--- config.mk ---
export PLATFORM = sky130hd
export DESIGN_NAME = tdl_fine_encoder
export DESIGN_NICKNAME = d
export VERILOG_FILES = /design/src/rtl/tdl_enc_pkg.sv /design/src/rtl/tdl_bubble_vote.sv /design/src/rtl/tdl_edge_locate.sv /design/src/rtl/tdl_code_merge.sv /design/src/rtl/tdl_fine_encoder.sv
export SDC_FILE = /design/constraint.sdc
export NUM_CORES = 1
export LEC_CHECK = 0
export ABC_AREA = 1
export CAP_MARGIN = 20
export CORE_MARGIN = 1.5
export CORE_UTILIZATION = 40
export CTS_CLUSTER_SIZE = 12
export DETAILED_ROUTE_END_ITERATION = 8
export PLACE_DENSITY_LB_ADDON = 0.08
export SYNTH_ARGS = -nofsm -noshare
export SYNTH_HDL_FRONTEND = slang
export SYNTH_SLANG_ARGS = --single-unit
--- constraint.sdc ---
create_clock -name clk -period 3.5 [get_ports clk]
set_clock_uncertainty 0.15 [all_clocks]
set_input_delay 0.35 -clock clk [delete_from_list [all_inputs] [get_ports clk]]
set_output_delay 0.35 -clock clk [all_outputs]
set_load 0.01 [all_outputs]
--- src/rtl/tdl_enc_pkg.sv ---
package tdl_enc_pkg;
  // two-of-three vote used by the bubble filter
  function automatic logic maj3(input logic a, input logic b, input logic c);
    return (a & b) | (a & c) | (b & c);
  endfunction
endpackage

--- src/rtl/tdl_bubble_vote.sv ---
module tdl_bubble_vote #(
  parameter int W = 80
) (
  input  logic [W-1:0] raw,
  output logic [W-1:0] clean
);
  import tdl_enc_pkg::*;

  for (genvar i = 0; i < W; i++) begin : g_tap
    if (i == 0 || i == W - 1) begin : g_end
      assign clean[i] = raw[i];
    end else begin : g_mid
      assign clean[i] = maj3(raw[i-1], raw[i], raw[i+1]);
    end
  end
endmodule

--- src/rtl/tdl_edge_locate.sv ---
module tdl_edge_locate #(
  parameter int W  = 80,
  parameter int PW = $clog2(W)
) (
  input  logic [W-1:0]  clean,
  output logic [PW-1:0] pos,
  output logic          found
);
  always_comb begin
    pos   = '0;
    found = 1'b0;
    // scan downwards so the lowest falling point wins
    for (int i = W - 2; i >= 0; i--) begin
      if (clean[i] && !clean[i+1]) begin
        pos   = PW'(i + 1);
        found = 1'b1;
      end
    end
  end
endmodule

--- src/rtl/tdl_code_merge.sv ---
module tdl_code_merge #(
  parameter int NSEG   = 4,
  parameter int POS_W  = 7,
  parameter int CODE_W = 9
) (
  input  logic [NSEG*POS_W-1:0] pos_flat,
  input  logic [NSEG-1:0]       found,
  output logic                  hit,
  output logic [CODE_W-1:0]     code
);
  logic [CODE_W-1:0] sum;

  always_comb begin
    sum = '0;
    for (int s = 0; s < NSEG; s++) begin
      sum = sum + CODE_W'(pos_flat[s*POS_W +: POS_W]);
    end
  end

  assign hit  = &found;
  assign code = hit ? sum : '0;
endmodule

--- src/rtl/tdl_fine_encoder.sv ---
module tdl_fine_encoder #(
  parameter int NSEG     = 4,
  parameter int SEG_TAPS = 80,
  localparam int TAPS    = NSEG * SEG_TAPS,
  localparam int POS_W   = $clog2(SEG_TAPS),
  localparam int CODE_W  = $clog2(NSEG * (SEG_TAPS - 1) + 1)
) (
  input  logic              clk,
  input  logic              rst_n,
  input  logic              in_valid,
  output logic              in_ready,
  input  logic [TAPS-1:0]   in_taps,
  output logic              out_valid,
  input  logic              out_ready,
  output logic              out_hit,
  output logic [CODE_W-1:0] out_code
);
  localparam int MAX_CODE = NSEG * (SEG_TAPS - 1);

  logic                  adv;
  logic [NSEG*POS_W-1:0] pos_d, pos_q;
  logic [NSEG-1:0]       fnd_d, fnd_q;
  logic                  v1_q;
  logic                  hit_d;
  logic [CODE_W-1:0]     code_d;

  // the whole pipe moves together unless a finished result is blocked
  assign adv      = out_ready || !out_valid;
  assign in_ready = adv;

  for (genvar s = 0; s < NSEG; s++) begin : g_seg
    logic [SEG_TAPS-1:0] clean;

    tdl_bubble_vote #(.W(SEG_TAPS)) u_vote (
      .raw   (in_taps[s*SEG_TAPS +: SEG_TAPS]),
      .clean (clean)
    );

    tdl_edge_locate #(.W(SEG_TAPS), .PW(POS_W)) u_loc (
      .clean (clean),
      .pos   (pos_d[s*POS_W +: POS_W]),
      .found (fnd_d[s])
    );


    seg_pos_range_chk: assert property (@(posedge clk) disable iff (!rst_n)
      (v1_q && fnd_q[s]) |-> (pos_q[s*POS_W +: POS_W] != '0 &&
                              32'(pos_q[s*POS_W +: POS_W]) < SEG_TAPS));
  end

  // stage 1: per-segment positions
  always_ff @(posedge clk) begin
    if (!rst_n) begin
      v1_q  <= 1'b0;
      pos_q <= '0;
      fnd_q <= '0;
    end else if (adv) begin
      v1_q <= in_valid;
      if (in_valid) begin
        pos_q <= pos_d;
        fnd_q <= fnd_d;
      end
    end
  end

  tdl_code_merge #(.NSEG(NSEG), .POS_W(POS_W), .CODE_W(CODE_W)) u_merge (
    .pos_flat (pos_q),
    .found    (fnd_q),
    .hit      (hit_d),
    .code     (code_d)
  );

  // stage 2: merged result
  always_ff @(posedge clk) begin
    if (!rst_n) begin
      out_valid <= 1'b0;
      out_hit   <= 1'b0;
      out_code  <= '0;
    end else if (adv) begin
      out_valid <= v1_q;
      if (v1_q) begin
        out_hit  <= hit_d;
        out_code <= code_d;
      end
    end
  end


  hit_code_range_chk: assert property (@(posedge clk) disable iff (!rst_n)
    (out_valid && out_hit) |-> (32'(out_code) >= NSEG && 32'(out_code) <= MAX_CODE));


  two_stage_latency_chk: assert property (@(posedge clk) disable iff (!rst_n)
    (in_valid && in_ready) ##1 out_ready |=> out_valid);


  stall_hold_chk: assert property (@(posedge clk) disable iff (!rst_n)
    (out_valid && !out_ready) |=> (out_valid && $stable(out_code) && $stable(out_hit)));
endmodule

# == After elaboration in Yosys (flattened, before gate mapping) ==
# Cells that the tools add are included.
# classes
addsub,3
mux,633
n_bitwise,1252
reduce_logical,637
# op_table
operator,count
2-to-1 mux 7 bit,316
AND 1 bit,628
bitwise OR 1 bit,624
zero test 1 bit,317
logical AND 1 bit,316
2-to-1 mux 1 bit,316
adder 9 x 7 -> 9 bit,2
2-to-1 mux 9 bit,1
adder 7 x 7 -> 8 bit,1
AND reduction 2 bit,2
AND reduction 4 bit,1
logical OR 1 bit,1
# totals
reg_bits,44
out_inout_bits,12
word_cells,2531

# == Logic depth before layout (Yosys ltp) ==
# depth
word_depth,83
depth_mapped,45
mapped_depth_nobuf,45

# == Modules after synthesis ==
# Synthesis repeated with hierarchy kept, for this count alone.
# unflattened
cells_unflattened,2899
hier_area_um2,13147.6
# modules_own_cells
mod,n_inst,cells_per_inst,area_per_inst_um2
tdl_edge_locate,4,388,1576.5
tdl_bubble_vote,4,237,994.7
tdl_fine_encoder,1,285,2079.5
tdl_code_merge,1,114,783.3

# == Worst setup path before layout ==
# OpenSTA, ideal clock, no wires.
# synth_timing
path_type,reg2reg
startpoint,reg pos_q[0]
endpoint,reg out_code[7]
setup_ps,71
t_arrival_ps,2946
required_time_ps,3279
setup_slack_ps,333
path_stages_with_launch,17
period_less_slack_ps,3167
cell_sequence,dfxtp_1 > ha_1 > fa_1 > inv_1 > fa_1 > inv_1 > ha_1 > fa_1 > a21oi_1 > nor2_1 > nor2_1 > nor2_1 > nor2_1 > nor2_1 > o21ai_0 > nand3_1 > a21oi_1
# synth_between
elab_chain_len,4
# synth_lines
element,line,source
start: declaration,tdl_fine_encoder.sv:21,"logic [NSEG*POS_W-1:0] pos_d, pos_q;"
start signal: assignment,tdl_fine_encoder.sv:60,pos_q <= pos_d;
adder 7 x 7 -> 8 bit,tdl_code_merge.sv:16,sum = sum + CODE_W'(pos_flat[s*POS_W +: POS_W]);
adder 9 x 7 -> 9 bit (2 in series),tdl_code_merge.sv:16,
2-to-1 mux 9 bit,tdl_code_merge.sv:21,assign code = hit ? sum : '0;
end signal: assignment,tdl_fine_encoder.sv:83,out_code <= code_d;
end: declaration,tdl_fine_encoder.sv:16,output logic [CODE_W-1:0] out_code
# No other way between the ends.
# A chain may end at the register's enable or synchronous reset.

# == Final worst setup path ==
# Ends and elaborated chain as after synthesis.

==> metrics.cfg <==
[run_status]
status=completed

[route]
routedWlPerCell_um=9.87
wl_um=32800
vias=15400
drt_iter0_drc=499
antenna_left=0
viasPerCell=4.62
dr.pass1.iters=5
drc=0

[timing]
finalSetupViolations=0
fin_crit_sh_pct=95.5
report.final.slew_viol_count=0
fin_crit_ps=3340
fmax_ghz=0.299
worst_pin_slew_ps=500
final.setup.tns_ps=0
hold_viol=0
worst_slack_ps=157
rsz0062_at_grt=yes
max_slew_margin_pct=66.6

[die]
dieHeight_um=176
die_x_um=176
io-pin-count=336
dieArea_um2=30900
coreArea_um2=29500
start_util_pct=40.5
num_rows=63

[synth]
synth_edf_count=0
synth_most_common_cell=nand2_1
yosys.area.top_type=nand2_1
yosys-top-cells-area=nand2_1 (30%), inv_1 (18%), nor2_1 (13%), dfxtp_1 (7.4%), o21ai_0 (3.9%)
syn_area_um2=11900
syn_avg_cell_area_um2=4.65
synth.yosys.seq_area_share_pct=7.38
synth_cells=2570
async_reset_ff_share_pct=0
yosys-top-cells-count=nand2_1 (966), inv_1 (581), nor2_1 (399), o21ai_0 (93), a21oi_1 (77)
ys_ff_latch=44
synth_cell_type_count=48
synth-warning-count=0
synth_ff_type=dfxtp_1
synth_top_area_share_pct=30.4
synth_fp_nets=2917

[clock_network]
clkSinkCount=44
clock_latency_ps=290
cts_root_buffer=clkbuf_16
cts_tree=done
clk_pin_slew_worst_paths_ps=70
htree_num_levels=2
cts_buffers=5
cts.path.max_buffers=2

[setup_path]
setup.worst_path.end_class=register
cpLargestDelayFamily=adder cells
path_common_cell=nor2_1
crit_required_ps=3580
critical_path_class=register to register
cpPeakStageDelay_ps=540
crit_chain=ha_4, fa_2, inv_1, fa_1, inv_1, ha_2, fa_2, a21oi_2, nor2_1, nor2_1, nor2_1, nor2_1, nor2_1, o21ai_1, nand3_2, a21oi_2
path_buf_inv=2
arrival_ps=3420
critPathSlowestCell=fa_2
worst_setup_path_start_kind=register
path_max_fanout=2
reg2reg_setup_slack_ps=160

[placed_design]
port-buffer-count=335
place_congestion=0.859
post-place-ws_ps=-87.6
hpwl_um=28400

[pwr]
vdd_ir_drop_max_uv=176
p_per_area_nw_per_um2=192
leakage_nw=10.4

[global_route]
grtUsageTotal_pct=20.3
antenna_found_initial=1
globalRouteOverflowTotal=0
grt_pass1_wl_um=54800
grt_max_degree=29
grt_pass1_vias=13700

[job]
cap_viol_max_count=0

[final_layout]
finalNetCount=3284
nFillCells=3176
drive_gt1_share_pct=6.64
syn2layout_area_growth_pct=39.2

[min_path]
hold_path_class=register to register

## tightest hold or removal path, cell delays in order (launching register included)
cell     delay [ps]
dfxtp_1         310
nand2_1          60
a21oi_1          50
## where the power goes
| group | internal, mW | switching [mW] |
|---|---|---|
| combinational | 0.945 | 1.15 |
| sequential | 0.524 | 0.0169 |
| clock | 0.358 | 0.201 |
| total | 1.83 | 1.37 |
## cell usage in the layout, fill, tap and decap left out, types with 34 or more instances in the layout
master	count
clkdlybuf4s50_1	260
nor2_1	385
o21ai_0	81
dlymetal6s2s_1	75
or2_2	50
buf_4	34
nand4_1	68
o211ai_1	58
dfxtp_1	42
a21oi_1	67
inv_1	576
nand2_1	947
## layout make-up
cell class                      count  area [µm²]  share of cell area, %
Timing Repair Buffer              369        3800                   22.8
Multi-Input combinational cell   1922        9040                   54.4
Antenna cell                        1        2.50                 0.0151
Clock buffer                        6         139                  0.836
Tap cell                          390         488                   2.94
Inverter                          595        2230                   13.4
Clock inverter                      2        38.8                  0.233
Sequential cell                    44         883                   5.32
## repair_timing
item / in CTS / in global routing
gates resized for setup: 5 / 161
hold buffers: 0 / 0
buffers inserted: 0 / 16
pin swaps: 2 / 63
endpoints found under the setup margin: 1 / 11
## through the flow
step | utilization, % | instances | cell area (µm²) | total power, mW | hold WS [ps]
after floorplan | - | 2570 | 11900 | 1.84 | 293
after global placement | 53.9 | 3304 | 15900 | 2.56 | 303
after detailed placement | 53.9 | 3304 | 15900 | 2.58 | 306
after CTS | 54.5 | 3312 | 16100 | 3.15 | 317
after global routing | 56.4 | 3329 | 16600 | 3.58 | 333
final | 56.4 | 3329 | 16600 | 3.20 | 314
## per-layer routing
layer,vias to the layer above,GRT usage [%],wire length [µm]
met1,6487,24.8,15100
met5,-,0,0
li1,8609,-,-
met2,249,37.6,15600
met3,26,3.70,1780
met4,0,2.60,379
## logic make-up after synthesis
logic type | Yosys count | synth area share, %
adders and majority gates | 27 | 3.32
AOI/OAI and AO/OA | 282 | 14.4
DFF | 44 | 7.38
and+or+nand+nor | 1608 | 55.6
xor gates and xnor gates | 5 | 0.367
buffers and inverters | 604 | 19.0
## path summary, 6_finish.rpt
check	startpoint	endpoint	cells after the start
max	pos_q[0]$_SDFFE_PN0P_	out_code[7]$_SDFFE_PN0P_	16
min	out_code[4]$_SDFFE_PN0P_	out_code[4]$_SDFFE_PN0P_	2
max reg2reg	pos_q[0]$_SDFFE_PN0P_	out_code[7]$_SDFFE_PN0P_	16
min reg2reg	out_code[4]$_SDFFE_PN0P_	out_code[4]$_SDFFE_PN0P_	2
## sequential cells by signal (all words and copies together), names as in the netlist
| register | flops |
|---|---|
| pos_q | 28 |
| out_code | 9 |
| fnd_q | 4 |
| out_hit | 1 |
| out_valid | 1 |
| v1_q | 1 |
Note: power is estimated with default switching activity, not from simulation.
